### src/rtl/hs_chmon_pkg.sv
package hs_chmon_pkg;

  typedef enum logic [1:0] {
    PH_INACTIVE = 2'b00,
    PH_BWD_WAIT = 2'b01,
    PH_FWD_WAIT = 2'b10,
    PH_XFER     = 2'b11
  } hs_phase_e;

  function automatic logic is_wait(input hs_phase_e p);
    return (p == PH_BWD_WAIT) || (p == PH_FWD_WAIT);
  endfunction

endpackage

### src/rtl/hs_chmon_classify.sv
module hs_chmon_classify
  import hs_chmon_pkg::*;
(
  input  logic      valid_i,
  input  logic      ready_i,
  output hs_phase_e phase_o,
  output logic      xfer_o
);

  always_comb begin
    unique case ({valid_i, ready_i})
      2'b11:   phase_o = PH_XFER;
      2'b10:   phase_o = PH_FWD_WAIT;
      2'b01:   phase_o = PH_BWD_WAIT;
      default: phase_o = PH_INACTIVE;
    endcase
  end

  assign xfer_o = (phase_o == PH_XFER);

endmodule

### src/rtl/hs_chmon_retry.sv
module hs_chmon_retry
  import hs_chmon_pkg::*;
#(
  parameter int DATA_W = 8
) (
  input  logic              clk,
  input  logic              rst_n,
  input  hs_phase_e         phase_i,
  input  logic [DATA_W-1:0] data_i,
  output logic              fwd_err_o,
  output logic              bwd_err_o,
  output logic              data_err_o
);

  hs_phase_e         last_phase;
  logic [DATA_W-1:0] last_data;
  logic              left_wait;
  logic              word_moved;

  // a wait phase may only persist or resolve into a transfer
  assign left_wait  = is_wait(last_phase) && (phase_i != last_phase) &&
                      (phase_i != PH_XFER);
  assign word_moved = (last_phase == PH_FWD_WAIT) && phase_i[1] &&
                      (data_i != last_data);

  always_ff @(posedge clk) begin
    if (!rst_n) begin
      last_phase <= PH_INACTIVE;
      last_data  <= '0;
      fwd_err_o  <= 1'b0;
      bwd_err_o  <= 1'b0;
      data_err_o <= 1'b0;
    end else begin
      last_phase <= phase_i;
      last_data  <= data_i;
      fwd_err_o  <= left_wait && (last_phase == PH_FWD_WAIT);
      bwd_err_o  <= left_wait && (last_phase == PH_BWD_WAIT);
      data_err_o <= word_moved;
    end
  end

  AST_FWD_EXIT_CAUSE: assert property (@(posedge clk) disable iff (!rst_n)
    fwd_err_o |-> ($past(phase_i) != PH_XFER && $past(phase_i) != PH_FWD_WAIT));

  AST_BWD_EXIT_CAUSE: assert property (@(posedge clk) disable iff (!rst_n)
    bwd_err_o |-> ($past(phase_i) != PH_XFER && $past(phase_i) != PH_BWD_WAIT));

  AST_EXIT_EXCLUSIVE: assert property (@(posedge clk) disable iff (!rst_n)
    $onehot0({fwd_err_o, bwd_err_o}));

  AST_DATA_NEEDS_OFFER: assert property (@(posedge clk) disable iff (!rst_n)
    data_err_o |-> $past(phase_i[1]));

endmodule

### src/rtl/hs_chmon_runlen.sv
module hs_chmon_runlen #(
  parameter int LIMIT = 8
) (
  input  logic clk,
  input  logic rst_n,
  input  logic hit_i,
  output logic flag_o
);

  localparam int CW = $clog2(LIMIT + 1);
  localparam logic [CW-1:0] TOP = CW'(LIMIT);

  logic [CW-1:0] run_q;

  always_ff @(posedge clk) begin
    if (!rst_n) begin
      run_q <= '0;
    end else if (!hit_i) begin
      run_q <= '0;
    end else if (run_q != TOP) begin
      run_q <= run_q + 1'b1;
    end
  end

  assign flag_o = (run_q == TOP);

  AST_RUN_CLEAR: assert property (@(posedge clk) disable iff (!rst_n)
    !hit_i |=> (run_q == '0));

  AST_RUN_STEP: assert property (@(posedge clk) disable iff (!rst_n)
    (hit_i && run_q != TOP) |=> (run_q == $past(run_q) + 1'b1));

  AST_RUN_SATURATE: assert property (@(posedge clk) disable iff (!rst_n)
    (hit_i && run_q == TOP) |=> (run_q == TOP));

endmodule

### src/rtl/hs_channel_monitor.sv
module hs_channel_monitor
  import hs_chmon_pkg::*;
#(
  parameter int DATA_W      = 8,
  parameter int BLOCK_LIMIT = 8,
  parameter int IDLE_LIMIT  = 6
) (
  input  logic              clk,
  input  logic              rst_n,
  input  logic              ch_valid,
  input  logic              ch_ready,
  input  logic [DATA_W-1:0] ch_data,
  output logic [1:0]        phase,
  output logic              xfer,
  output logic              fwd_exit_err,
  output logic              bwd_exit_err,
  output logic              data_err,
  output logic              block_flag,
  output logic              idle_flag,
  output logic              deadlock_flag
);

  localparam int NRUN = 2;

  hs_phase_e        cur_phase;
  logic [NRUN-1:0]  run_hit;
  logic [NRUN-1:0]  run_flag;

  hs_chmon_classify u_cls (
    .valid_i (ch_valid),
    .ready_i (ch_ready),
    .phase_o (cur_phase),
    .xfer_o  (xfer)
  );

  hs_chmon_retry #(.DATA_W(DATA_W)) u_rty (
    .clk        (clk),
    .rst_n      (rst_n),
    .phase_i    (cur_phase),
    .data_i     (ch_data),
    .fwd_err_o  (fwd_exit_err),
    .bwd_err_o  (bwd_exit_err),
    .data_err_o (data_err)
  );

  // index 0 tracks stalls, index 1 tracks an absent sender
  assign run_hit[0] = (cur_phase == PH_FWD_WAIT);
  assign run_hit[1] = !cur_phase[1];

  for (genvar g = 0; g < NRUN; g++) begin : g_run
    localparam int LIM = (g == 0) ? BLOCK_LIMIT : IDLE_LIMIT;
    hs_chmon_runlen #(.LIMIT(LIM)) u_run (
      .clk    (clk),
      .rst_n  (rst_n),
      .hit_i  (run_hit[g]),
      .flag_o (run_flag[g])
    );
  end

  assign phase         = cur_phase;
  assign block_flag    = run_flag[0];
  assign idle_flag     = run_flag[1];
  assign deadlock_flag = block_flag && !idle_flag;

  AST_BLOCK_CAUSE: assert property (@(posedge clk) disable iff (!rst_n)
    block_flag |-> $past(ch_valid && !ch_ready));

  AST_IDLE_CAUSE: assert property (@(posedge clk) disable iff (!rst_n)
    idle_flag |-> $past(!ch_valid));

  AST_BLOCK_DROP: assert property (@(posedge clk) disable iff (!rst_n)
    xfer |=> !block_flag);

endmodule

### config.mk
export PLATFORM = sky130hd
export DESIGN_NAME = hs_channel_monitor
export DESIGN_NICKNAME = d
export VERILOG_FILES = /design/src/rtl/hs_chmon_pkg.sv /design/src/rtl/hs_chmon_classify.sv /design/src/rtl/hs_chmon_retry.sv /design/src/rtl/hs_chmon_runlen.sv /design/src/rtl/hs_channel_monitor.sv
export SDC_FILE = /design/constraint.sdc
export NUM_CORES = 1
export LEC_CHECK = 0
export BUFFER_PORTS_ARGS = -buffer_cell sky130_fd_sc_hd__buf_2
export CAP_MARGIN = 15
export CORE_ASPECT_RATIO = 1.2
export CORE_MARGIN = 3
export CORE_UTILIZATION = 49
export CTS_BUF_LIST = sky130_fd_sc_hd__clkbuf_4 sky130_fd_sc_hd__clkbuf_8
export DETAILED_ROUTE_END_ITERATION = 8
export HOLD_SLACK_MARGIN = 0.1
export PLACE_DENSITY = 0.76
export SLEW_MARGIN = 20
export SYNTH_ARGS = -nofsm -noshare
export SYNTH_HDL_FRONTEND = slang
export SYNTH_HIERARCHICAL = 1
export SYNTH_SLANG_ARGS = --single-unit
### constraint.sdc
create_clock -name clk -period 1.1 [get_ports clk]
set_input_delay 0.055 -clock clk [delete_from_list [all_inputs] [get_ports clk]]
set_output_delay 0.055 -clock clk [all_outputs]
set_load 0.05 [all_outputs]
---- Word-level counts from Yosys, hierarchy flattened ----
Index checks and enable logic that the tools add are counted.
W data, S select, Z words.
word-level totals
  bits of input ports ..................... 12
  memories kept ........................... 0
  memory bits (read-only) ................. 0
  register bits after elaboration ......... 20
  bits in writable memories ............... 0
  bits in latches ......................... 0
  output and inout bits ................... 9
  logic and storage cells ................. 36
cells by class
  multipliers ............................. 0
  muxes and demuxes ....................... 1
  bitwise gates (word level) .............. 1
  add/subtract/negate cells ............... 2
  div/mod/pow operators ................... 0
  reduce and logical (&&, ||, !) cells .... 11
  equal/unequal tests ..................... 14
  shift-type cells ........................ 0
  order comparisons ....................... 0
operators with widths
  kind                   count
  $eq A2 B2 Y1 const B   5
  $ne A8 B8 Y1           1
  $logic_and A1 B1 Y1    7
  $pmux W2 S3            1
  $add A4 B1 Y4 const B  1
  $eq A2 B1 Y1 const B   2
  $eq A4 B4 Y1 const B   1
  $ne A4 B4 Y1 const B   1
  $add A3 B1 Y3 const B  1
  $eq A3 B3 Y1 const B   1
  $ne A3 B3 Y1 const B   1
  $ne A2 B2 Y1           1
  $ne A2 B2 Y1 const B   1
  $reduce_and A2 Y1      1
  $reduce_or A2 Y1       1
  $logic_not A1 Y1       1
  $logic_or A1 B1 Y1     1
  $not A1 Y1             1

---- Depth between registers and ports, before layout ----
  depth in word-level cells ............... 6
  gate-level depth with buffers ........... 5
  gate-level depth less buffers ........... 4

---- Modules after synthesis ----
Netlist, hierarchy kept.
by module, submodules not included
  module                            times used  area each (um2)  cells an instance  sequential area each (um2)
  hs_chmon_retry                    1           501.7            48                 260.2
  hs_chmon_runlen (g_run[0].u_run)  1           219.0            23                 80.1
  hs_chmon_runlen (g_run[1].u_run)  1           160.2            17                 60.1
  hs_channel_monitor                1           23.8             3                  0.0
  hs_chmon_classify                 1           13.8             3                  0.0

---- Worst setup path after synthesis ----
OpenSTA, ideal clock, no wires.
  path type ............................... reg2out
  start point ............................. register g_run[0].u_run.run_q[0]
  end point ............................... output port deadlock_flag
  cell stages (with the launch flop) ...... 6
  arrival time ............................ 1.709 ns
  setup slack ............................. -0.664 ns
  cell sequence ........................... dfxtp_1 > inv_1 > ha_1 > and3b_1 > buf_2 > nor2b_1
on the way
  word-level cells in the longest chain between the ends .. 2
RTL lines
  element                 line                      text
  from (decl)             hs_chmon_runlen.sv:13     logic [CW-1:0] run_q;
  from (signal assigned)  hs_chmon_runlen.sv:21     run_q <= run_q + 1'b1;
  $eq A4 B4 Y1            hs_chmon_runlen.sv:25     assign flag_o = (run_q == TOP);
  named net block_flag    hs_channel_monitor.sv:18  output logic block_flag,
  $logic_and A1 B1 Y1     hs_channel_monitor.sv:63  assign deadlock_flag = block_flag && !idle_flag;
  to (decl)               hs_channel_monitor.sv:20  output logic deadlock_flag
The timed path passes the listed nets, and every way through them passes these cells.

---- Worst setup path after layout ----
  start point ............................. register g_run[0].u_run.run_q[0]
  end point ............................... output port block_flag
on the way
  word-level cells in the longest chain between the ends .. 1
RTL lines
  element       line
  $eq A4 B4 Y1  hs_chmon_runlen.sv:25
  to (decl)     hs_channel_monitor.sv:18
No other way between the ends.

==> run summary <==
The hold-critical path depth was 3; the fraction of synthesized area in multiplexers was 3.27%. The number of instances in the placed design is 133, and the critical path data required time is 1.04 ns. The time the final worst path needs with I/O delays and setup works out to 1.38 ns.

After Yosys synthesis, and, or, nand and nor cells account for 25.3% of the synthesized area. At the later pin of the worst-skew pair, clock insertion delay measures 0.30 ns. Setup repair after global routing could not meet its margin everywhere. For this design the ratio of total power to cell area is 1210 nW/um^2. The floorplan die height was 53.4 um.

The number of nets in the final layout was 147. In this run the worst hold path is classified as input port to flip-flop. Compared with the post-synthesis result, the final layout area differs by 41.3%. The logs give 2 for the worst-case clock buffer depth and 78.4% for the relative slew slack. The final global-route overflow total is 0, and the total via count after detailed routing is 730.

The reg-to-reg setup timing slack is -0.17 ns. The cell count after synthesis came out at 94. STA classifies the critical path startpoint as a flip-flop. In the final layout, the share of cells above drive strength 1 is 37.5%.

The highest attainable clock frequency is 723 MHz, and the xor/xnor cell area share of the yosys netlist is 8.58%. The checks that failed: setup timing. The tools report the clock tree root driver cell as sky130_fd_sc_hd__clkbuf_4. The count of non-filler cells in the finished layout came out at 146. The adder-cell share of the synthesized area is 8.17%, and the number of violations of the max-capacitance limit is 0. The maximum vdd drop came out at 1.04 mV. In this run, CTS created clock tree buffers numbering 3.

The worst-margin pin slew is 0.323 ns, and the final cycle utilization of the critical path is 126%. In this run the horizontal extent of the chip is 45.5 um. Summing the areas of all compound-gate instances in the mapped netlist gives 6.81% of the synthesized area. The run gives 1810 um as the routed wire length. The setup slack of the critical path after layout is -0.283 ns.

After synthesis, the largest family of logic cells by area is simple AND/OR/NAND/NOR gates. Total power for the finished layout comes to 1570 uW. The mean number of vias per cell is 5.00, and the post-synthesis average cell area is 9.77 um^2.

Source of the critical timing path: g_run[0].u_run/run_q[0]. The endpoint identified for the worst register-to-register timing path is g_run[0].u_run/run_q[0]. The logs give 16 for the standard-cell row count and 1700 um^2 for the placeable core region.

The worst register-to-register path begins at g_run[0].u_run/run_q[0]. The tools report the critical path arrival as 1.33 ns. The final number of max-transition violations is 0, and the number of global-route vias before repair is 789. For this design the top-level I/O count stands at 21. The tools report the standard cell area after detailed placement as 1070 um^2. TritonCTS built the clock tree. The critical path class was flip-flop to primary output. The number of nets in the synthesized netlist is 112.

For this configuration, the core starts out at a cell density of 54.0%. The highest fanout seen on the critical path was 2; the count of yosys warnings during synthesis was 6. The depth of the worst register-to-register path was 6.

For the overall track demand over capacity in global routing, the log shows 18.3%. The final number of hold-violating endpoints came out at 0. The flow ran to the end, but the final reports show violations. The routed length per instance was 12.4 um. The detailed router finished its first iteration with 5 violations.

The worst setup path is captured at a primary output. The total setup violations reported at the end of the flow came out at 6. Entering global routing, the biggest net connects 22 pins. 0 antenna diodes ended up in the layout.

Across the routed clock network, the largest skew measured is 0.00198 ns. The synthesized area is 918 um^2. The sink count of the clock tree was 20; the leakage power figure was 0.000581 uW. In this run, synthesis produced a sequential element count of 20. Initial antenna violation count: 0. The run gives 1 as the number of H-tree levels.

The detail route stage leaves a number of antenna-violating nets equal to 0. After filler insertion, the fill cell instance count of the layout stands at 124. Once detailed placement completed, the half-perimeter wirelength came to 1230 um. After routing the design area is 1300 um^2. The die covers 2430 um^2. After synthesis, the netlist uses 24 different library cells. The most critical setup path has its endpoint at block_flag. During placement, the flow inserted port buffers numbering 20. The fraction of the yosys area taken by sequential cells came out at 43.6%.

Before antenna repair, the detailed router went through 4 iterations. At the end of routability-driven placement, the weighted congestion stood at 0.751. The first-pass GRT wire length was 3230 um. For this run, design rule violations remaining after detail routing come to 0. Clock-pin slew was measured on the worst setup and hold paths at 0.12 ns.
-- stage by stage --
| stage | setup WS, ns | hold WS, ns | TNS [ns] | util [%] |
|---|---|---|---|---|
| CTS | -0.280 | 0.107 | -1.05 | 76.0 |
| global placement | 0.00721 | 0.284 | 0 | 63.2 |
| detailed placement | -0.0305 | 0.287 | -0.0545 | 63.2 |
| finish | -0.283 | 0.115 | -1.12 | 76.3 |
| global route | -0.338 | 0.139 | -1.42 | 76.3 |
| floorplan | -0.119 | 0.177 | -0.119 | - |
-- state kept, by name, summed over array words and instances, names as in the netlist --
name	cells
g_run.u_run/run_q	7
u_rty/bwd_err_o	1
u_rty/last_phase	2
u_rty/last_data	8
u_rty/fwd_err_o	1
u_rty/data_err_o	1
-- cell families after synthesis --
kind of cell               after synthesis
and+or+nand+nor                         37
DFF                                     20
buffers and inverters                   10
AOI/OAI and AO/OA                        9
xor gates and xnor gates                 9
adders and majority gates                6
muxes                                    3
-- worst min path at each step --
stage | startpoint | end | slack (ns)
2_1_floorplan | ch_data[0] | u_rty/last_data[0] | 0.18
3_3_place_gp | ch_data[3] | u_rty/last_data[3] | 0.28
3_5_place_dp | ch_data[3] | u_rty/last_data[3] | 0.29
4_1_cts | ch_valid | u_rty/bwd_err_o | 0.11
5_1_grt | ch_valid | u_rty/bwd_err_o | 0.14
6_report | ch_valid | u_rty/bwd_err_o | 0.11
-- cell usage in the layout (no fill, tap or decap), types with 2 or more instances in the layout --
cell / synthesis / routed
sky130_fd_sc_hd__nor2b_4: 1 / 2
sky130_fd_sc_hd__dfxtp_1: 20 / 16
sky130_fd_sc_hd__nand2b_1: 2 / 2
sky130_fd_sc_hd__ha_4: 0 / 2
sky130_fd_sc_hd__mux2i_1: 3 / 3
sky130_fd_sc_hd__and2_1: 11 / 11
sky130_fd_sc_hd__ha_1: 6 / 3
sky130_fd_sc_hd__nand3_1: 8 / 8
sky130_fd_sc_hd__nand2_1: 4 / 4
sky130_fd_sc_hd__a211oi_1: 2 / 2
sky130_fd_sc_hd__inv_1: 6 / 3
sky130_fd_sc_hd__clkbuf_4: 0 / 3
sky130_fd_sc_hd__nor3_2: 2 / 2
sky130_fd_sc_hd__dlygate4sd3_1: 0 / 10
sky130_fd_sc_hd__xor2_1: 8 / 8
sky130_fd_sc_hd__a21o_1: 2 / 2
sky130_fd_sc_hd__a21oi_1: 3 / 2
sky130_fd_sc_hd__a21o_2: 2 / 2
sky130_fd_sc_hd__buf_4: 0 / 6
sky130_fd_sc_hd__dfxtp_2: 0 / 3
sky130_fd_sc_hd__buf_2: 1 / 15
sky130_fd_sc_hd__inv_2: 0 / 3
sky130_fd_sc_hd__buf_8: 0 / 3
sky130_fd_sc_hd__nand3b_1: 2 / 2
-- critical path, cell delays in order, from the launching register on --
cell                      delay, ns
sky130_fd_sc_hd__dfxtp_2       0.36
sky130_fd_sc_hd__inv_2         0.04
sky130_fd_sc_hd__ha_2          0.16
sky130_fd_sc_hd__and3b_2       0.19
sky130_fd_sc_hd__buf_4         0.14
sky130_fd_sc_hd__buf_8         0.14
-- cell usage after synthesis --
cell	n	area (um^2)
sky130_fd_sc_hd__nand3_1	8	40.0
sky130_fd_sc_hd__nand3b_1	2	15.0
sky130_fd_sc_hd__nor3_2	2	20.0
sky130_fd_sc_hd__nand2b_1	2	12.5
sky130_fd_sc_hd__buf_2	1	5.00
sky130_fd_sc_hd__mux2i_1	3	30.0
sky130_fd_sc_hd__a211oi_1	2	15.0
sky130_fd_sc_hd__nor4_1	2	12.5
sky130_fd_sc_hd__and2_1	11	68.8
sky130_fd_sc_hd__clkbuf_1	3	11.3
sky130_fd_sc_hd__dfxtp_1	20	400
sky130_fd_sc_hd__nor2_1	1	3.75
sky130_fd_sc_hd__nand2_1	4	15.0
sky130_fd_sc_hd__a21o_1	2	15.0
sky130_fd_sc_hd__a21oi_1	3	15.0
sky130_fd_sc_hd__ha_1	6	75.1
sky130_fd_sc_hd__inv_1	6	22.5
sky130_fd_sc_hd__xnor2_1	1	8.76
sky130_fd_sc_hd__nor2b_4	1	13.8
sky130_fd_sc_hd__nor2b_1	1	6.26
sky130_fd_sc_hd__and3b_1	2	17.5
sky130_fd_sc_hd__a21o_2	2	17.5
sky130_fd_sc_hd__and2_2	1	7.51
sky130_fd_sc_hd__xor2_1	8	70.1
-- what timing repair did --
| item | CTS | global route |
|---|---|---|
| buffers inserted | 3 | 0 |
| gates resized for setup | 18 | 5 |
| setup endpoints to repair | 8 | 8 |
| endpoints found under the hold margin | 11 | 0 |
| hold buffers | 10 | 0 |
| pin swaps | 5 | 3 |
-- layer usage --
layer / up-vias / global-route usage, % / part of all wire (%)
met3: 2 / 2.38 / 3.4
met1: 333 / 18.5 / 41
met2: 14 / 35.1 / 55
li1: 381 / - / -
met5: - / 0 / 0
met4: 0 / 8.29 / 0.77
-- layout make-up --
class	count	area (um^2)	area share (%)
timing repair buffer	34	265	20.4
clock buffer	3	22.5	1.74
inverter	6	22.5	1.74
clock inverter	1	30.0	2.31
multi-input combinational	64	527	40.6
tap	18	22.5	1.74
sequential	20	408	31.4
-- power by group --
group	total, uW	internal [uW]	leakage, uW	switching (uW)
clock network	598	368	0.0000279	230
logic	207	97.5	0.000386	110
registers	766	751	0.000166	15.5
total	1570	1220	0.000581	355
(Power assumes the default switching activity.)
